[config.mk]
export PLATFORM = sky130hd
export DESIGN_NAME = tsense_poly_conv
export DESIGN_NICKNAME = d
export VERILOG_FILES = /design/src/rtl/tsense_pkg.sv /design/src/rtl/tc_rst_sync.sv /design/src/rtl/tc_seq_div.sv /design/src/rtl/tc_sequencer.sv /design/src/rtl/tsense_poly_conv.sv
export SDC_FILE = /design/constraint.sdc
export NUM_CORES = 1
export LEC_CHECK = 0
export BUFFER_PORTS_ARGS = -buffer_cell sky130_fd_sc_hd__buf_2
export CORE_UTILIZATION = 40
export DETAILED_ROUTE_END_ITERATION = 16
export GPL_ROUTABILITY_DRIVEN = 0
export PLACE_DENSITY_LB_ADDON = 0.15
export SLEW_MARGIN = 20
export SYNTH_ARGS = -nofsm -noshare
export SYNTH_HDL_FRONTEND = slang
export SYNTH_SLANG_ARGS = --single-unit
[constraint.sdc]
create_clock -name clk_i -period 14.33 [get_ports clk_i]
set_input_delay 0.7165 -clock clk_i [delete_from_list [all_inputs] [get_ports clk_i]]
set_output_delay 0.7165 -clock clk_i [all_outputs]
set_load 0.05 [all_outputs]
[src/rtl/tsense_pkg.sv]
`timescale 1ns/1ps
package tsense_pkg;

  localparam int unsigned ORDER     = 4;
  localparam int unsigned CODE_W    = 10;
  localparam int unsigned PROD_W    = 48;
  localparam int unsigned RES_W     = 32;
  localparam int unsigned MAG_W     = 32;
  localparam int unsigned SCALE     = 1000;
  localparam int unsigned DIV_STEPS = 4;
  localparam int signed   OFFSET_MC = -56197;

  typedef enum logic [2:0] {
    ST_IDLE,
    ST_LOAD,
    ST_MUL,
    ST_DIVGO,
    ST_DIVWAIT,
    ST_ACC,
    ST_DONE
  } seq_state_e;

  // Coefficient of the term processed at position idx; position 0 is the highest power.
  function automatic logic signed [31:0] term_coef(input int unsigned idx);
    logic signed [31:0] c;
    case (idx)
      0:       c = -32'sd34627;
      1:       c = 32'sd110230;
      2:       c = -32'sd191650;
      3:       c = 32'sd306040;
      default: c = 32'sd0;
    endcase
    return c;
  endfunction

endpackage

[src/rtl/tc_rst_sync.sv]
`timescale 1ns/1ps
module tc_rst_sync (
  input  logic clk_i,
  input  logic rst_ni,
  output logic rst_no
);
  logic [1:0] sync_q, sync_n;

  always_comb sync_n = {sync_q[0], 1'b1};

  always_ff @(posedge clk_i or negedge rst_ni) begin
    if (!rst_ni) sync_q <= 2'b00;
    else         sync_q <= sync_n;
  end

  assign rst_no = sync_q[1];
endmodule

[src/rtl/tc_seq_div.sv]
`timescale 1ns/1ps
// Unsigned restoring divider by a constant, STEPS quotient bits per cycle.
module tc_seq_div #(
  parameter int unsigned MAG_W   = 32,
  parameter int unsigned DIVISOR = 1000,
  parameter int unsigned STEPS   = 4
) (
  input  logic             clk_i,
  input  logic             rst_ni,
  input  logic             start_i,
  input  logic [MAG_W-1:0] mag_i,
  output logic             done_o,
  output logic [MAG_W-1:0] quot_o
);
  localparam int unsigned RM_W  = $clog2(DIVISOR);
  localparam int unsigned TR_W  = RM_W + 1;
  localparam int unsigned ITER  = MAG_W / STEPS;
  localparam int unsigned CNT_W = $clog2(ITER + 1);

  logic [MAG_W-1:0] sh_q, sh_n;
  logic [RM_W-1:0]  rem_q, rem_n;
  logic [CNT_W-1:0] cnt_q, cnt_n;
  logic             run_q, run_n;
  logic             done_q, done_n;

  logic [MAG_W-1:0] sh_c  [STEPS+1];
  logic [RM_W-1:0]  rem_c [STEPS+1];

  assign sh_c[0]  = sh_q;
  assign rem_c[0] = rem_q;

  for (genvar s = 0; s < STEPS; s++) begin : g_step
    logic [TR_W-1:0] trial;
    logic            take;
    assign trial        = {rem_c[s], sh_c[s][MAG_W-1]};
    assign take         = (trial >= TR_W'(DIVISOR));
    assign rem_c[s+1]   = take ? RM_W'(trial - TR_W'(DIVISOR)) : trial[RM_W-1:0];
    assign sh_c[s+1]    = {sh_c[s][MAG_W-2:0], take};
  end

  always_comb begin
    sh_n   = sh_q;
    rem_n  = rem_q;
    cnt_n  = cnt_q;
    run_n  = run_q;
    done_n = 1'b0;
    if (start_i) begin
      sh_n  = mag_i;
      rem_n = '0;
      cnt_n = CNT_W'(ITER);
      run_n = 1'b1;
    end else if (run_q) begin
      sh_n  = sh_c[STEPS];
      rem_n = rem_c[STEPS];
      cnt_n = cnt_q - CNT_W'(1);
      if (cnt_q == CNT_W'(1)) begin
        run_n  = 1'b0;
        done_n = 1'b1;
      end
    end
  end

  always_ff @(posedge clk_i or negedge rst_ni) begin
    if (!rst_ni) begin
      sh_q   <= '0;
      rem_q  <= '0;
      cnt_q  <= '0;
      run_q  <= 1'b0;
      done_q <= 1'b0;
    end else begin
      sh_q   <= sh_n;
      rem_q  <= rem_n;
      cnt_q  <= cnt_n;
      run_q  <= run_n;
      done_q <= done_n;
    end
  end

  assign done_o = done_q;
  assign quot_o = sh_q;
endmodule

[src/rtl/tc_sequencer.sv]
`timescale 1ns/1ps
module tc_sequencer
  import tsense_pkg::*;
#(
  parameter int unsigned N_TERMS = ORDER
) (
  input  logic                       clk_i,
  input  logic                       rst_ni,
  input  logic                       start_i,
  input  logic                       div_done_i,
  output logic                       busy_o,
  output logic                       capture_o,
  output logic                       load_coef_o,
  output logic                       mul_en_o,
  output logic                       div_start_o,
  output logic                       quot_load_o,
  output logic                       acc_en_o,
  output logic                       finish_o,
  output logic [$clog2(N_TERMS)-1:0] term_o
);
  localparam int unsigned TW    = $clog2(N_TERMS);
  localparam int unsigned POW_W = $clog2(N_TERMS + 1);

  seq_state_e       state_q, state_n;
  logic [TW-1:0]    term_q, term_n;
  logic [POW_W-1:0] pow_q, pow_n;

  always_comb begin
    state_n     = state_q;
    term_n      = term_q;
    pow_n       = pow_q;
    capture_o   = 1'b0;
    load_coef_o = 1'b0;
    mul_en_o    = 1'b0;
    div_start_o = 1'b0;
    quot_load_o = 1'b0;
    acc_en_o    = 1'b0;
    finish_o    = 1'b0;
    case (state_q)
      ST_IDLE: begin
        if (start_i) begin
          capture_o = 1'b1;
          term_n    = '0;
          state_n   = ST_LOAD;
        end
      end
      ST_LOAD: begin
        load_coef_o = 1'b1;
        pow_n       = POW_W'(N_TERMS) - POW_W'(term_q);
        state_n     = ST_MUL;
      end
      ST_MUL: begin
        mul_en_o = 1'b1;
        state_n  = ST_DIVGO;
      end
      ST_DIVGO: begin
        div_start_o = 1'b1;
        state_n     = ST_DIVWAIT;
      end
      ST_DIVWAIT: begin
        if (div_done_i) begin
          quot_load_o = 1'b1;
          pow_n       = pow_q - POW_W'(1);
          state_n     = (pow_q == POW_W'(1)) ? ST_ACC : ST_MUL;
        end
      end
      ST_ACC: begin
        acc_en_o = 1'b1;
        if (term_q == TW'(N_TERMS - 1)) begin
          state_n = ST_DONE;
        end else begin
          term_n  = term_q + TW'(1);
          state_n = ST_LOAD;
        end
      end
      ST_DONE: begin
        finish_o = 1'b1;
        state_n  = ST_IDLE;
      end
      default: state_n = ST_IDLE;
    endcase
  end

  always_ff @(posedge clk_i or negedge rst_ni) begin
    if (!rst_ni) begin
      state_q <= ST_IDLE;
      term_q  <= '0;
      pow_q   <= '0;
    end else begin
      state_q <= state_n;
      term_q  <= term_n;
      pow_q   <= pow_n;
    end
  end

  assign busy_o = (state_q != ST_IDLE);
  assign term_o = term_q;
endmodule

[src/rtl/tsense_poly_conv.sv]
`timescale 1ns/1ps
module tsense_poly_conv
  import tsense_pkg::*;
#(
  parameter int unsigned CODE_BITS = CODE_W,
  parameter int unsigned WORK_BITS = PROD_W,
  parameter int unsigned OUT_BITS  = RES_W,
  parameter int unsigned DIV_BITS  = MAG_W,
  parameter int unsigned STEP_BITS = DIV_STEPS
) (
  input  logic                       clk_i,
  input  logic                       rst_ni,
  input  logic                       start_i,
  input  logic [CODE_BITS-1:0]       code_i,
  output logic signed [OUT_BITS-1:0] result_o,
  output logic                       done_o
);
  localparam int unsigned TW = $clog2(ORDER);

  logic rst_n_sync;
  logic busy, capture, load_coef, mul_en, div_start, quot_load, acc_en, finish, div_done;
  logic [TW-1:0] term;
  logic [DIV_BITS-1:0] quot;

  logic [CODE_BITS-1:0]        code_q, code_n;
  logic signed [WORK_BITS-1:0] tmp_q, tmp_n;
  logic signed [WORK_BITS-1:0] prod_q, prod_n;
  logic signed [WORK_BITS-1:0] acc_q, acc_n;
  logic signed [OUT_BITS-1:0]  res_q, res_n;
  logic                        done_q, done_n;

  logic signed [31:0]          coef_w;
  logic signed [WORK_BITS-1:0] coef_ext, code_ext, quot_ext, quot_s, off_ext;
  logic signed [WORK_BITS-1:0] prod_abs, sum_full;

  tc_rst_sync i_rst_sync (
    .clk_i  (clk_i),
    .rst_ni (rst_ni),
    .rst_no (rst_n_sync)
  );

  tc_sequencer #(.N_TERMS(ORDER)) i_seq (
    .clk_i       (clk_i),
    .rst_ni      (rst_n_sync),
    .start_i     (start_i),
    .div_done_i  (div_done),
    .busy_o      (busy),
    .capture_o   (capture),
    .load_coef_o (load_coef),
    .mul_en_o    (mul_en),
    .div_start_o (div_start),
    .quot_load_o (quot_load),
    .acc_en_o    (acc_en),
    .finish_o    (finish),
    .term_o      (term)
  );

  tc_seq_div #(.MAG_W(DIV_BITS), .DIVISOR(SCALE), .STEPS(STEP_BITS)) i_div (
    .clk_i   (clk_i),
    .rst_ni  (rst_n_sync),
    .start_i (div_start),
    .mag_i   (prod_abs[DIV_BITS-1:0]),
    .done_o  (div_done),
    .quot_o  (quot)
  );

  // Operand shaping
  assign coef_w   = term_coef(int'(term));
  assign coef_ext = {{(WORK_BITS-32){coef_w[31]}}, coef_w};
  assign code_ext = {{(WORK_BITS-CODE_BITS){1'b0}}, code_q};
  assign quot_ext = {{(WORK_BITS-DIV_BITS){1'b0}}, quot};
  // prod_q is held through the division, so its sign restores the quotient sign (truncation toward zero)
  assign quot_s   = prod_q[WORK_BITS-1] ? -quot_ext : quot_ext;
  assign prod_abs = prod_q[WORK_BITS-1] ? -prod_q : prod_q;
  assign off_ext  = WORK_BITS'(OFFSET_MC);
  assign sum_full = acc_q + off_ext;

  always_comb begin
    code_n = capture ? code_i : code_q;

    tmp_n = tmp_q;
    if (load_coef)      tmp_n = coef_ext;
    else if (quot_load) tmp_n = quot_s;

    prod_n = mul_en ? (tmp_q * code_ext) : prod_q;

    acc_n = acc_q;
    if (capture)     acc_n = '0;
    else if (acc_en) acc_n = acc_q + tmp_q;

    res_n  = finish ? sum_full[OUT_BITS-1:0] : res_q;
    done_n = finish;
  end

  always_ff @(posedge clk_i or negedge rst_n_sync) begin
    if (!rst_n_sync) begin
      code_q <= '0;
      tmp_q  <= '0;
      prod_q <= '0;
      acc_q  <= '0;
      res_q  <= '0;
      done_q <= 1'b0;
    end else begin
      code_q <= code_n;
      tmp_q  <= tmp_n;
      prod_q <= prod_n;
      acc_q  <= acc_n;
      res_q  <= res_n;
      done_q <= done_n;
    end
  end

  assign result_o = res_q;
  assign done_o   = done_q;
endmodule

Word level (Yosys, flattened, before mapping)
Cells that the tools add are included.
{ "word_totals": {"regBits": 245, "in_bits": 13, "out_inout_bits": 33} }
{ "op_classes": {"n_addsub": 12, "mul": 1, "order_cmp": 4, "n_eq_ne": 14, "mux": 42, "reduce_logical": 10} }
{ "op_table": {"columns": ["cell", "count"], "rows": [
  ["$mux 48", 5],
  ["$pmux 32 s4", 1],
  ["$mux 32", 3],
  ["$mux 10", 6],
  ["$add 48x48->48", 1],
  ["$mul 48x11->48", 1],
  ["$neg 32->48", 1],
  ["$ge 11x10->1 const B", 4],
  ["$sub 10x10->10 const B", 4],
  ["$add 32x17->32 const B", 1],
  ["$neg 32->32", 1],
  ["$pmux 3 s6", 1],
  ["$mux 1", 15],
  ["$mux 3", 5],
  ["$reduce_bool 2->1", 5],
  ["$eq 3x3->1 const B", 3],
  ["$mux 4", 2],
  ["$eq 3x1->1 const B", 2],
  ["$eq 3x2->1 const B", 2],
  ["$pmux 3 s2", 1],
  ["$eq 2x2->1 const B", 2],
  ["$eq 4x1->1 const B", 1],
  ["$mux 2", 2],
  ["$ne 2x2->1 const B", 2],
  ["11 further kinds", 12]
]} }

Longest topological paths before layout
Gate-level depths: netlist (run 1).
{ "logic_depth": {"depth_word": 10, "depth_mapped": 27, "mapped_depth_nobuf": 26} }

By module
A second synthesis (run 1) with hierarchy kept.
{ "hier_totals": {"cells_unflattened": 2862, "hier_area_um2": 25992.4} }
{ "modules_own_cells": {"columns": ["module", "instances", "cells_per_inst", "area_each_um2"], "rows": [
  ["tsense_poly_conv", 1, 2429, 22003.6],
  ["tc_seq_div", 1, 366, 3318.2],
  ["tc_sequencer", 1, 64, 616.8],
  ["tc_rst_sync", 1, 3, 53.8]
]} }

Least setup slack after synthesis (run 1)
No wires, ideal clock.
{ "synth_path": {"path_kind": "register to register", "start": "reg code_q[4]", "end": "reg prod_q[47]", "setup_ns": 0.133, "t_arrival_ns": 6.249, "required_time_ns": 14.197, "setup_slack_ns": 7.948, "path_stages_with_launch": 26, "n_path_buf": 2, "path_cell_list": "dfrtp_1 clkbuf_1 clkbuf_1 nand2_1 fa_1 fa_1 inv_1 fa_1 fa_1 inv_1 fa_1 inv_1 ha_1 and2_1 or2_2 a21oi_1 o21ai_0 a21oi_1 nand2_1 o21ai_0 o31ai_1 a21o_1 a2111o_1 a31oi_1 xnor2_1 o21ai_0"} }
{ "synth_between": {"elab_chain_cells": 1} }
{ "synth_rtl": {"columns": ["element", "line_no", "source"], "rows": [
  ["start: declaration", "tsense_poly_conv.sv:25", "logic [CODE_BITS-1:0] code_q, code_n;"],
  ["start signal: assignment", "tsense_poly_conv.sv:104", "code_q <= code_n;"],
  ["$mul 48x11->48", "tsense_poly_conv.sv:85", "prod_n = mul_en ? (tmp_q * code_ext) : prod_q;"],
  ["end signal: assignment", "tsense_poly_conv.sv:106", "prod_q <= prod_n;"],
  ["end: declaration", "tsense_poly_conv.sv:27", "logic signed [WORK_BITS-1:0] prod_q, prod_n;"]
]} }
No other way between the ends.
A chain may end at the register's enable or synchronous reset.

Worst setup path in the final report (run 1)
{ "layout_path": {"start": "reg i_div.sh_q[31], in the netlist i_div.quot_o[31]", "end": "reg i_div.rem_q[4]"} }
{ "layout_between": {"elab_chain_cells": 10, "word_cells_on_any_way": 14} }
{ "layout_rtl": {"columns": ["element", "line_no", "source"], "rows": [
  ["start: declaration", "tc_seq_div.sv:20", "logic [MAG_W-1:0] sh_q, sh_n;"],
  ["start signal: assignment", "tc_seq_div.sv:71", "sh_q <= sh_n;"],
  ["$sub 10x10->10 / $ge 11x10->1 (equally long branches)", "tc_seq_div.sv:37, tc_seq_div.sv:36", null],
  ["$mux 10 *", "tc_seq_div.sv:37", "assign rem_c[s+1] = take ? RM_W'(trial - TR_W'(DIVISOR)) : trial[RM_W-1:0];"],
  ["$sub 10x10->10 / $ge 11x10->1 (equally long branches)", "tc_seq_div.sv:37, tc_seq_div.sv:36", null],
  ["$mux 10 *", "tc_seq_div.sv:37", null],
  ["$sub 10x10->10 / $ge 11x10->1 (equally long branches)", "tc_seq_div.sv:37, tc_seq_div.sv:36", null],
  ["$mux 10 *", "tc_seq_div.sv:37", null],
  ["$sub 10x10->10 / $ge 11x10->1 (equally long branches)", "tc_seq_div.sv:37, tc_seq_div.sv:36", null],
  ["$mux 10 *", "tc_seq_div.sv:37", null],
  ["$mux 10 *", "tc_seq_div.sv:52", "end else if (run_q) begin"],
  ["$mux 10 *", "tc_seq_div.sv:47", "if (start_i) begin"],
  ["end signal: assignment", "tc_seq_div.sv:72", "rem_q <= rem_n;"],
  ["end: declaration", "tc_seq_div.sv:21", "logic [RM_W-1:0] rem_q, rem_n;"]
]} }
Every way passes the cells marked *; elsewhere a longest branch is shown, timed or not. The select of a mux whose other input is x is not followed.

==> results of run 1 <==
-- cell usage in the layout (no fill, tap or decap), types with 32 or more instances in the layout --
master	instances
nand2_1	510
inv_1	385
fa_1	327
dfrtp_1	211
o21ai_0	191
and2_1	173
ha_1	153
xnor2_1	114
nor2_1	95
a21oi_1	77
xor2_1	57
a21o_1	56
buf_2	45
mux2i_1	39
nand3_1	32
-- path summary, 6_finish.rpt --
| check | start | to | slack, ns |
|---|---|---|---|
| worst max-delay path | i_div.quot_o[31]$_DFFE_PN0P_ | i_div.rem_q[4]$_DFFE_PN0P_ | 7.41 |
| worst min-delay path | i_rst_sync.sync_q[1]$_DFF_PN0_ | i_div.cnt_q[0]$_DFFE_PN0P_ | 0.27 |
| worst max register to register | i_div.quot_o[31]$_DFFE_PN0P_ | i_div.rem_q[4]$_DFFE_PN0P_ | 7.41 |
| worst min register to register | i_rst_sync.sync_q[1]$_DFF_PN0_ | i_div.cnt_q[0]$_DFFE_PN0P_ | 0.27 |
| max in group asynchronous | i_rst_sync.sync_q[1]$_DFF_PN0_ | prod_q[47]$_DFFE_PN0P_ | 12.77 |
| min in group clk_i | code_i[1] | code_q[1]$_DFFE_PN0P_ | 0.35 |
-- per-stage QoR --
step,instances,instance area [um2],worst slack [ns]
after floorplan,2919,25600,7.92
after global placement,3679,26500,7.65
after detailed placement,3679,26500,7.53
after CTS,3730,27500,7.49
after global routing,3730,27500,6.93
final,3731,27500,7.41
-- critical path, cell delays in order (launching register included) --
cell and delay (ns):
dfrtp_1 0.53, or3b_1 0.47, o211ai_2 0.29, nand2_1 0.15, xnor2_1 0.27, ha_1 0.19, or4b_1 0.42, a21boi_0 0.25
o2111ai_1 0.16, and2_1 0.22, o21ai_1 0.41, xnor2_1 0.31, ha_1 0.23, inv_1 0.04, o41a_1 0.44, o41ai_4 0.54
xnor2_1 0.21, ha_1 0.31, a21o_1 0.21, mux2_2 0.29, nor3_2 0.18, a31o_4 0.25, mux2_4 0.32, a21oi_2 0.14
-- state kept, by name, summed over array words and instances, names as in the netlist --
name               count
tmp_q                 48
prod_q                33
acc_q                 32
i_div.quot_o          32
result_o              32
code_q                10
i_div.rem_q           10
i_div.cnt_q            4
i_seq.pow_q            3
i_seq.state_q          3
i_rst_sync.sync_q      2
i_seq.term_o           2
done_o                 1
i_div.done_o           1
i_div.run_q            1
-- layout make-up --
| cell class | count | area (um2) | share of cell area [%] |
|---|---|---|---|
| multi-input cells | 2160 | 18200 | 66.2 |
| flip-flops and latches | 214 | 5360 | 19.5 |
| inverters | 385 | 1450 | 5.25 |
| well taps | 846 | 1060 | 3.85 |
| clock buffers | 41 | 820 | 2.98 |
| repair buffers | 75 | 457 | 1.66 |
| clock inverters | 9 | 150 | 0.546 |
| diodes | 1 | 2.50 | 0.00909 |
-- logic make-up after synthesis --
family | share of synthesized area [%]
and+or+nand+nor | 18.1
buffers and inverters | 8.07
AOI/OAI and AO/OA | 12.1
adders and majority gates | 33.0
DFF | 20.9
xor gates and xnor gates | 5.84
muxes | 1.93
other | 0.0146
-- layer usage --
metal / GRT usage, % / part of all wire (%) / vias to the layer above
met3: 2.57 / 4.4 / 54
li1: - / - / 9237
met5: 0 / 0 / -
met1: 30.3 / 48 / 9679
met2: 33.9 / 46 / 396
met4: 3.37 / 1.5 / 0
-- timing repair --
action	in CTS	in global routing
endpoints found under the setup margin	0	0
hold buffers	1	0
endpoints found under the hold margin	2	0
==> reports/results.ini, run 1 <==
[yosys]
ys_seq_elements=214
synthCells=2919
synth_largest_area_cell=fa_1
synth.most_common_cell=nand2_1
synth_top_area_share_pct=25.5
synthFlopType=dfrtp_1
yosysSeqAreaShare_pct=20.9
synth.cell_area_um2=25600
ys_warn_count=0
syn-num-nets=3412
async_reset_ff_share_pct=100
syn_avg_cell_area_um2=8.78
synthTopCellsByArea=fa_1 26%, dfrtp_1 21%, nand2_1 7.5%
synth_edf_count=0
synthTopCellsByCount=511 x nand2_1, 385 x inv_1, 327 x fa_1, 214 x dfrtp_1, 191 x o21ai_0
yosys.cell_types.count=87

[worst_setup_path]
arrival_ns=7.43
path_class=reg -> reg
cp-start-kind=flip-flop
worst_setup_path_end_kind=flip-flop
ff2ff_path_depth=23
worstPathMaxFanout=10
worst-endpoint-required_ns=14.84

[run]
max_cap_violations=0

[global_route]
grt-ovfl-total=0
grt_pass1_vias=19900
grt_pass1_wl_mm=108
grt_max_degree=80
antenna_found_initial=1
track_usage_pct=20.9

[route]
wl_mm=65.2
drc=0
via_count=19400
drt_iter0_drc=1156
wl_per_cell_um=17.5
viasPerCell=5.19
drt_first_pass_iters=5
antenna_left=0

[sta]
worst_pin_slew_ns=1.06
hold_slack_ns=0.273
finalMaxSlewViolations=0
fin_tns_setup_ns=0
max_slew_margin_pct=28.7
finalSetupViolCount=0
finalCriticalPeriod_ns=6.92
skew_ns=0.0199
rsz0062_at_grt=false
hold_viol_final=0
finalCritPeriodShare_pct=48.3
fmax_mhz=145

[worst_hold_path]
hp-class=reg -> async

[cells_and_area]
postLayoutCoreUtil_pct=43.6
drive_above_1_share_pct=5.89
n_fill_cell=6206
area_growth_pct=7.38
nets=3357

[floorplanning]
dieArea_um2=65100
initial_core_util_pct=40.6
io_pins=46
coreArea_um2=63200
core.rowCount=92
die_width_um=255
die_y_um=255

[place]
numPortBuffers=45
detailed_place_hpwl_mm=49.5

[clock_network]
htree_levels=1
cts_tree=yes
clk_latency_ns=0.59
cts_root_buf=clkbuf_16
clk_pin_slew_ns=0.06
cts_resized=0
clockBufferDepth=3
cts.sinks=214
numCtsBuffers=28
cts_setup_buffers=0

[status]
run_status=finished, final reports clean

Power of run 1 is left out: the tool's default activity adds up to more than one toggle a clock period on the data nets, which glitch-free logic cannot reach.
==> inputs of run 2 (changes only) <==
==> constraint.sdc (replaced) <==
create_clock -name clk_i -period 7.2 [get_ports clk_i]
set_input_delay 0.36 -clock clk_i [delete_from_list [all_inputs] [get_ports clk_i]]
set_output_delay 0.36 -clock clk_i [all_outputs]
set_load 0.05 [all_outputs]
==> reports/results.ini, run 2 (synthesis gave the netlist of run 1 again) <==
[global_route]
antenna_found_initial=2
grt_pass1_wl_mm=113
grt_max_degree=71
grt-ovfl-total=0
track_usage_pct=22.3
grt_pass1_vias=20200

[clock_network]
cts_tree=yes
htree_levels=1
numCtsBuffers=28
cts_root_buf=clkbuf_16
clk_pin_slew_ns=0.06
cts_setup_buffers=0
cts.sinks=214
clockBufferDepth=3
clk_latency_ns=0.59

[cells_and_area]
seq_area_um2=5360
largest_register_ffs=48
area_growth_pct=8.15
multiInputGateArea_um2=18200
antenna_cells=0
final_cells=3762
reg_top3=tmp_q: 48 flops, prod_q: 33 flops
nets=3390
drive_above_1_share_pct=6.55
final_common_cell=nand2_1
final_cell_mix=510 x nand2_1, 385 x inv_1, 327 x fa_1
n_fill_cell=6190
regMostFlops=tmp_q

[place]
place_ws_ns=0.610
numPortBuffers=45
dpl.cell_count=3708
detailed_place_hpwl_mm=53.7

[sta]
hold_viol_final=0
max_slew_margin_pct=32.5
finalCriticalPeriod_ns=6.61
skew_ns=0.0226
finalMaxSlewViolations=0
finalCritPeriodShare_pct=91.8
fmax_mhz=151
rsz0062_at_grt=false
finalSetupViolCount=0
setup_ws_ns=0.594
worst_pin_slew_ns=1.01
fin_tns_setup_ns=0

[route]
antenna_left=0
drt_iter0_drc=1276
drc=0
wl_mm=69.3
wl_per_cell_um=18.4
drt_first_pass_iters=7
viasPerCell=5.26
via_count=19800

[floorplanning]
core.rowCount=92
initial_core_util_pct=40.6
die_width_um=255
die_y_um=255
dieArea_um2=65100
coreArea_um2=63200
io_pins=46

[run]
max_cap_violations=0

[worst_setup_path]
r2r_start=tmp_q[8]$_DFFE_PN0P_
ff2ff_path_depth=24
worstReg2RegEnd=prod_q[47]$_DFFE_PN0P_
path_class=reg -> reg
worst_setup_path_end_kind=flip-flop
regToRegSetupSlack_ns=0.59
worstPathMaxFanout=12
arrival_ns=7.05
worst-endpoint-required_ns=7.64
cp-start-kind=flip-flop

[worst_hold_path]
hp-class=in -> reg
worstHoldStart=code_i[2]
hold_path_end=code_q[2]$_DFFE_PN0P_
worstHoldPathCells=3

[status]
run_status=finished, final reports clean

-- run 2: cell count changes in the layout (fill, tap and decap cells not counted), moves of 2 or more --
cell           previous run  this run
buf_4                    28        57
clkbuf_8                  7         5
clkinv_2                  3         1
a21oi_1                  77        79
dlygate4sd3_1             1         5
a21oi_2                   3         1
clkbuf_1                  6        11
-- run 2: worst max path at each step --
| stage | cells after the start | endpoint | from |
|---|---|---|---|
| 2_1_floorplan | 0 | acc_q[0]$_DFFE_PN0P_ | i_rst_sync.sync_q[1]$_DFF_PN0_ |
| 3_3_place_gp | 24 | prod_q[47]$_DFFE_PN0P_ | code_q[4]$_DFFE_PN0P_ |
| 3_5_place_dp | 24 | prod_q[47]$_DFFE_PN0P_ | code_q[2]$_DFFE_PN0P_ |
| 4_1_cts | 24 | prod_q[47]$_DFFE_PN0P_ | code_q[2]$_DFFE_PN0P_ |
| 5_1_grt | 24 | prod_q[47]$_DFFE_PN0P_ | tmp_q[8]$_DFFE_PN0P_ |
| 6_report | 24 | prod_q[47]$_DFFE_PN0P_ | tmp_q[8]$_DFFE_PN0P_ |
-- run 2: worst max-delay path: stages, from the launching register on --
cell	delay [ns]
dfrtp_1	0.64
nand2_1	0.14
fa_1	0.50
fa_1	0.51
inv_1	0.05
fa_1	0.48
fa_1	0.56
inv_1	0.06
fa_1	0.53
inv_1	0.04
ha_1	0.36
and2_1	0.19
or2_2	0.28
a21oi_1	0.23
o21ai_0	0.12
a21oi_1	0.20
nand2_1	0.06
o21ai_0	0.19
buf_4	0.20
o31ai_1	0.11
a21o_1	0.20
a2111o_1	0.41
a31oi_1	0.16
xnor2_1	0.13
o21ai_0	0.08
-- run 2: layout make-up --
| type | count | share of cell area [%] |
|---|---|---|
| multi-input combinational | 2160 | 65.7 |
| sequential | 214 | 19.3 |
| inverter | 385 | 5.21 |
| tap | 846 | 3.82 |
| clock buffer | 44 | 2.92 |
| timing repair buffer | 108 | 2.61 |
| clock inverter | 5 | 0.370 |
-- run 2: what timing repair did --
| item | 4_1_cts | 5_1_grt |
|---|---|---|
| gates resized for setup | 0 | 0 |
| hold buffers | 5 | 0 |
| hold endpoints to repair | 6 | 0 |
-- run 2: per-layer routing --
| metal | part of all wire, % | GRT usage [%] |
|---|---|---|
| met4 | 2.2 | 4.55 |
| met2 | 46 | 36.8 |
| met1 | 46 | 31.8 |
| met5 | 0 | 0 |
| met3 | 5.0 | 2.33 |
-- run 2: stage by stage --
step           cell area [um2]  util (%)  hold slack, ns
2_1_floorplan            25600         -          0.0644
3_3_place_gp             26800      42.3           0.148
3_5_place_dp             26800      42.3           0.147
4_1_cts                  27700      43.9         0.00182
5_1_grt                  27700      43.9          0.0316
6_report                 27700      43.9          0.0291
Power of run 2 is left out for the same reason.
==> inputs of run 3 (changes only) <==
--- a/config.mk
+++ b/config.mk
@@ -9,7 +9,8 @@
 export CORE_UTILIZATION = 40
 export DETAILED_ROUTE_END_ITERATION = 16
 export GPL_ROUTABILITY_DRIVEN = 0
-export PLACE_DENSITY_LB_ADDON = 0.15
+export PLACE_DENSITY_LB_ADDON = 0.3
+export RECOVER_POWER = 25
 export SLEW_MARGIN = 20
 export SYNTH_ARGS = -nofsm -noshare
 export SYNTH_HDL_FRONTEND = slang
==> reports/results.ini, run 3 (synthesis gave the netlist of run 1 again) <==
[global_route]
grtUsageMet2_pct=34.9
met1_usage_pct=28.9
grt_pass1_wl_mm=110
grt-ovfl-total=0
antenna_found_initial=2
grt-busiest-layer=met2
grt_pass1_vias=20500
use_met3_pct=4.11
grt_max_degree=82
track_usage_pct=21.3

[worst_setup_path]
cp_cell_sequence=nand2_1 > fa_1 > fa_1 > inv_1 > fa_1 > fa_1 > inv_1 > fa_1 > inv_1 > ha_1 > and2_1 > or2_2 > a21oi_1 > o21ai_0 > a21oi_1 > nand2_1 > o21ai_0 > buf_4 > o31ai_1 > a21o_1 > a2111o_1 > a31oi_1 > xnor2_1 > o21ai_0
worstPathMaxFanout=12
crit_buf_inv=4
cp_top_family=adder cells
arrival_ns=7.12
worst-endpoint-required_ns=7.63
critical-path-max-stage-delay_ns=0.65
critical_path.most_common_cell=fa_1
worst_path_max_delay_cell=dfrtp_1
cp-start-kind=flip-flop
worst_setup_path_end_kind=flip-flop
path_class=reg -> reg

[clock_network]
numCtsBuffers=26
clk_pin_slew_ns=0.07
htree_levels=1
cts.sinks=214
cts_tree=yes
cts_root_buf=clkbuf_16
clockBufferDepth=3
cts_resized=0
clk_latency_ns=0.57

[cells_and_area]
largest_register_ffs=48
drive_above_1_share_pct=4.87
nets=3370
regMostFlops=tmp_q
reg_top3=tmp_q: 48 flops, prod_q: 33 flops
final_cell_mix=510 x nand2_1, 385 x inv_1, 327 x fa_1
n_fill_cell=6205
area_growth_pct=7.28
final_common_cell=nand2_1
antenna_cells=0

[worst_hold_path]
hp-class=in -> reg

[sta]
rsz0062_at_grt=false
finalCritPeriodShare_pct=92.9
max_slew_margin_pct=-82.0
skew_ns=0.0150
worst_pin_slew_ns=2.73
fmax_mhz=150
hold_viol_final=0
finalSetupViolCount=0
fin_tns_setup_ns=0
finalMaxSlewViolations=110
finalCriticalPeriod_ns=6.69

[floorplanning]
core.rowCount=92
io_pins=46
die_width_um=255
coreArea_um2=63200
dieArea_um2=65100
initial_core_util_pct=40.6
die_y_um=255

[place]
detailed_place_hpwl_mm=50.7
numPortBuffers=45

[route]
viasPerCell=5.29
antenna_left=0
drt_iter0_drc=1364
wl_per_cell_um=17.7
via_count=19800
drt_first_pass_iters=6
wl_mm=66.2
drc=0

[status]
run_status=complete, but fails checks
violations=max-capacitance violations, max-slew violations

[run]
max_cap_violations=2

[run 3: cell types whose count changed in the layout (fill, tap and decap cells not counted), moves of 2 or more]
cell / change
clkbuf_16: -2
clkbuf_1: +32
buf_2: -33
dlygate4sd3_1: -2
buf_4: -18
[run 3: worst reg2reg max path: stages, from the launching register on]
cell and delay, ns:
dfrtp_1 0.65, nand2_1 0.16, fa_1 0.53, fa_1 0.51
inv_1 0.05, fa_1 0.50, fa_1 0.56, inv_1 0.06
fa_1 0.54, inv_1 0.04, ha_1 0.36, and2_1 0.20
or2_2 0.29, a21oi_1 0.20, o21ai_0 0.12, a21oi_1 0.20
nand2_1 0.07, o21ai_0 0.19, buf_4 0.19, o31ai_1 0.11
a21o_1 0.22, a2111o_1 0.43, a31oi_1 0.17, xnor2_1 0.14
o21ai_0 0.09
[run 3: metrics by stage]
stage               instances  area (um2)  hold WS, ns  worst slack (ns)  utilization (%)
floorplan                2919       25600       0.0644             0.795                -
global placement         3691       26600        0.147             0.670             42.1
detailed placement       3691       26600        0.146             0.569             42.1
CTS                      3742       27500      0.00377             0.528             43.6
global route             3743       27500       0.0237            0.0965             43.5
finish                   3743       27500       0.0221             0.514             43.5
[run 3: repair_timing]
| item | CTS | global route |
|---|---|---|
| hold buffers | 3 | 0 |
| setup buffers | 0 | 0 |
| endpoints found under the hold margin | 4 | 0 |
[run 3: path summary, 6_finish.rpt]
| check | startpoint | end | slack [ns] | cells past startpoint |
|---|---|---|---|---|
| min in group asynchronous | rst_ni | i_rst_sync.sync_q[0]$_DFF_PN0_ | 0.10 | 2 |
| max | tmp_q[7]$_DFFE_PN0P_ | prod_q[47]$_DFFE_PN0P_ | 0.51 | 24 |
| max in group asynchronous | i_rst_sync.sync_q[1]$_DFF_PN0_ | prod_q[47]$_DFFE_PN0P_ | 2.99 | 2 |
| min reg2reg | i_rst_sync.sync_q[0]$_DFF_PN0_ | i_rst_sync.sync_q[1]$_DFF_PN0_ | 0.35 | 0 |
| max reg2reg | tmp_q[7]$_DFFE_PN0P_ | prod_q[47]$_DFFE_PN0P_ | 0.51 | 24 |
| min | code_i[5] | code_q[5]$_DFFE_PN0P_ | 0.02 | 3 |
[run 3: metal layers]
layer	up-vias	wire [um]
met5	-	22
met4	4	1690
met3	115	4650
met2	633	31000
met1	9774	28800
li1	9283	-
[run 3: area by class of cell]
type                       count  area, um2  share of cell area (%)
tap                          846       1060                    3.85
clock inverter                 9        140                   0.510
clock buffer                  39        749                    2.73
inverter                     385       1450                    5.26
sequential                   214       5360                    19.5
multi-input combinational   2160      18200                    66.3
timing repair buffer          90        526                    1.91
Power of run 3 is left out for the same reason.
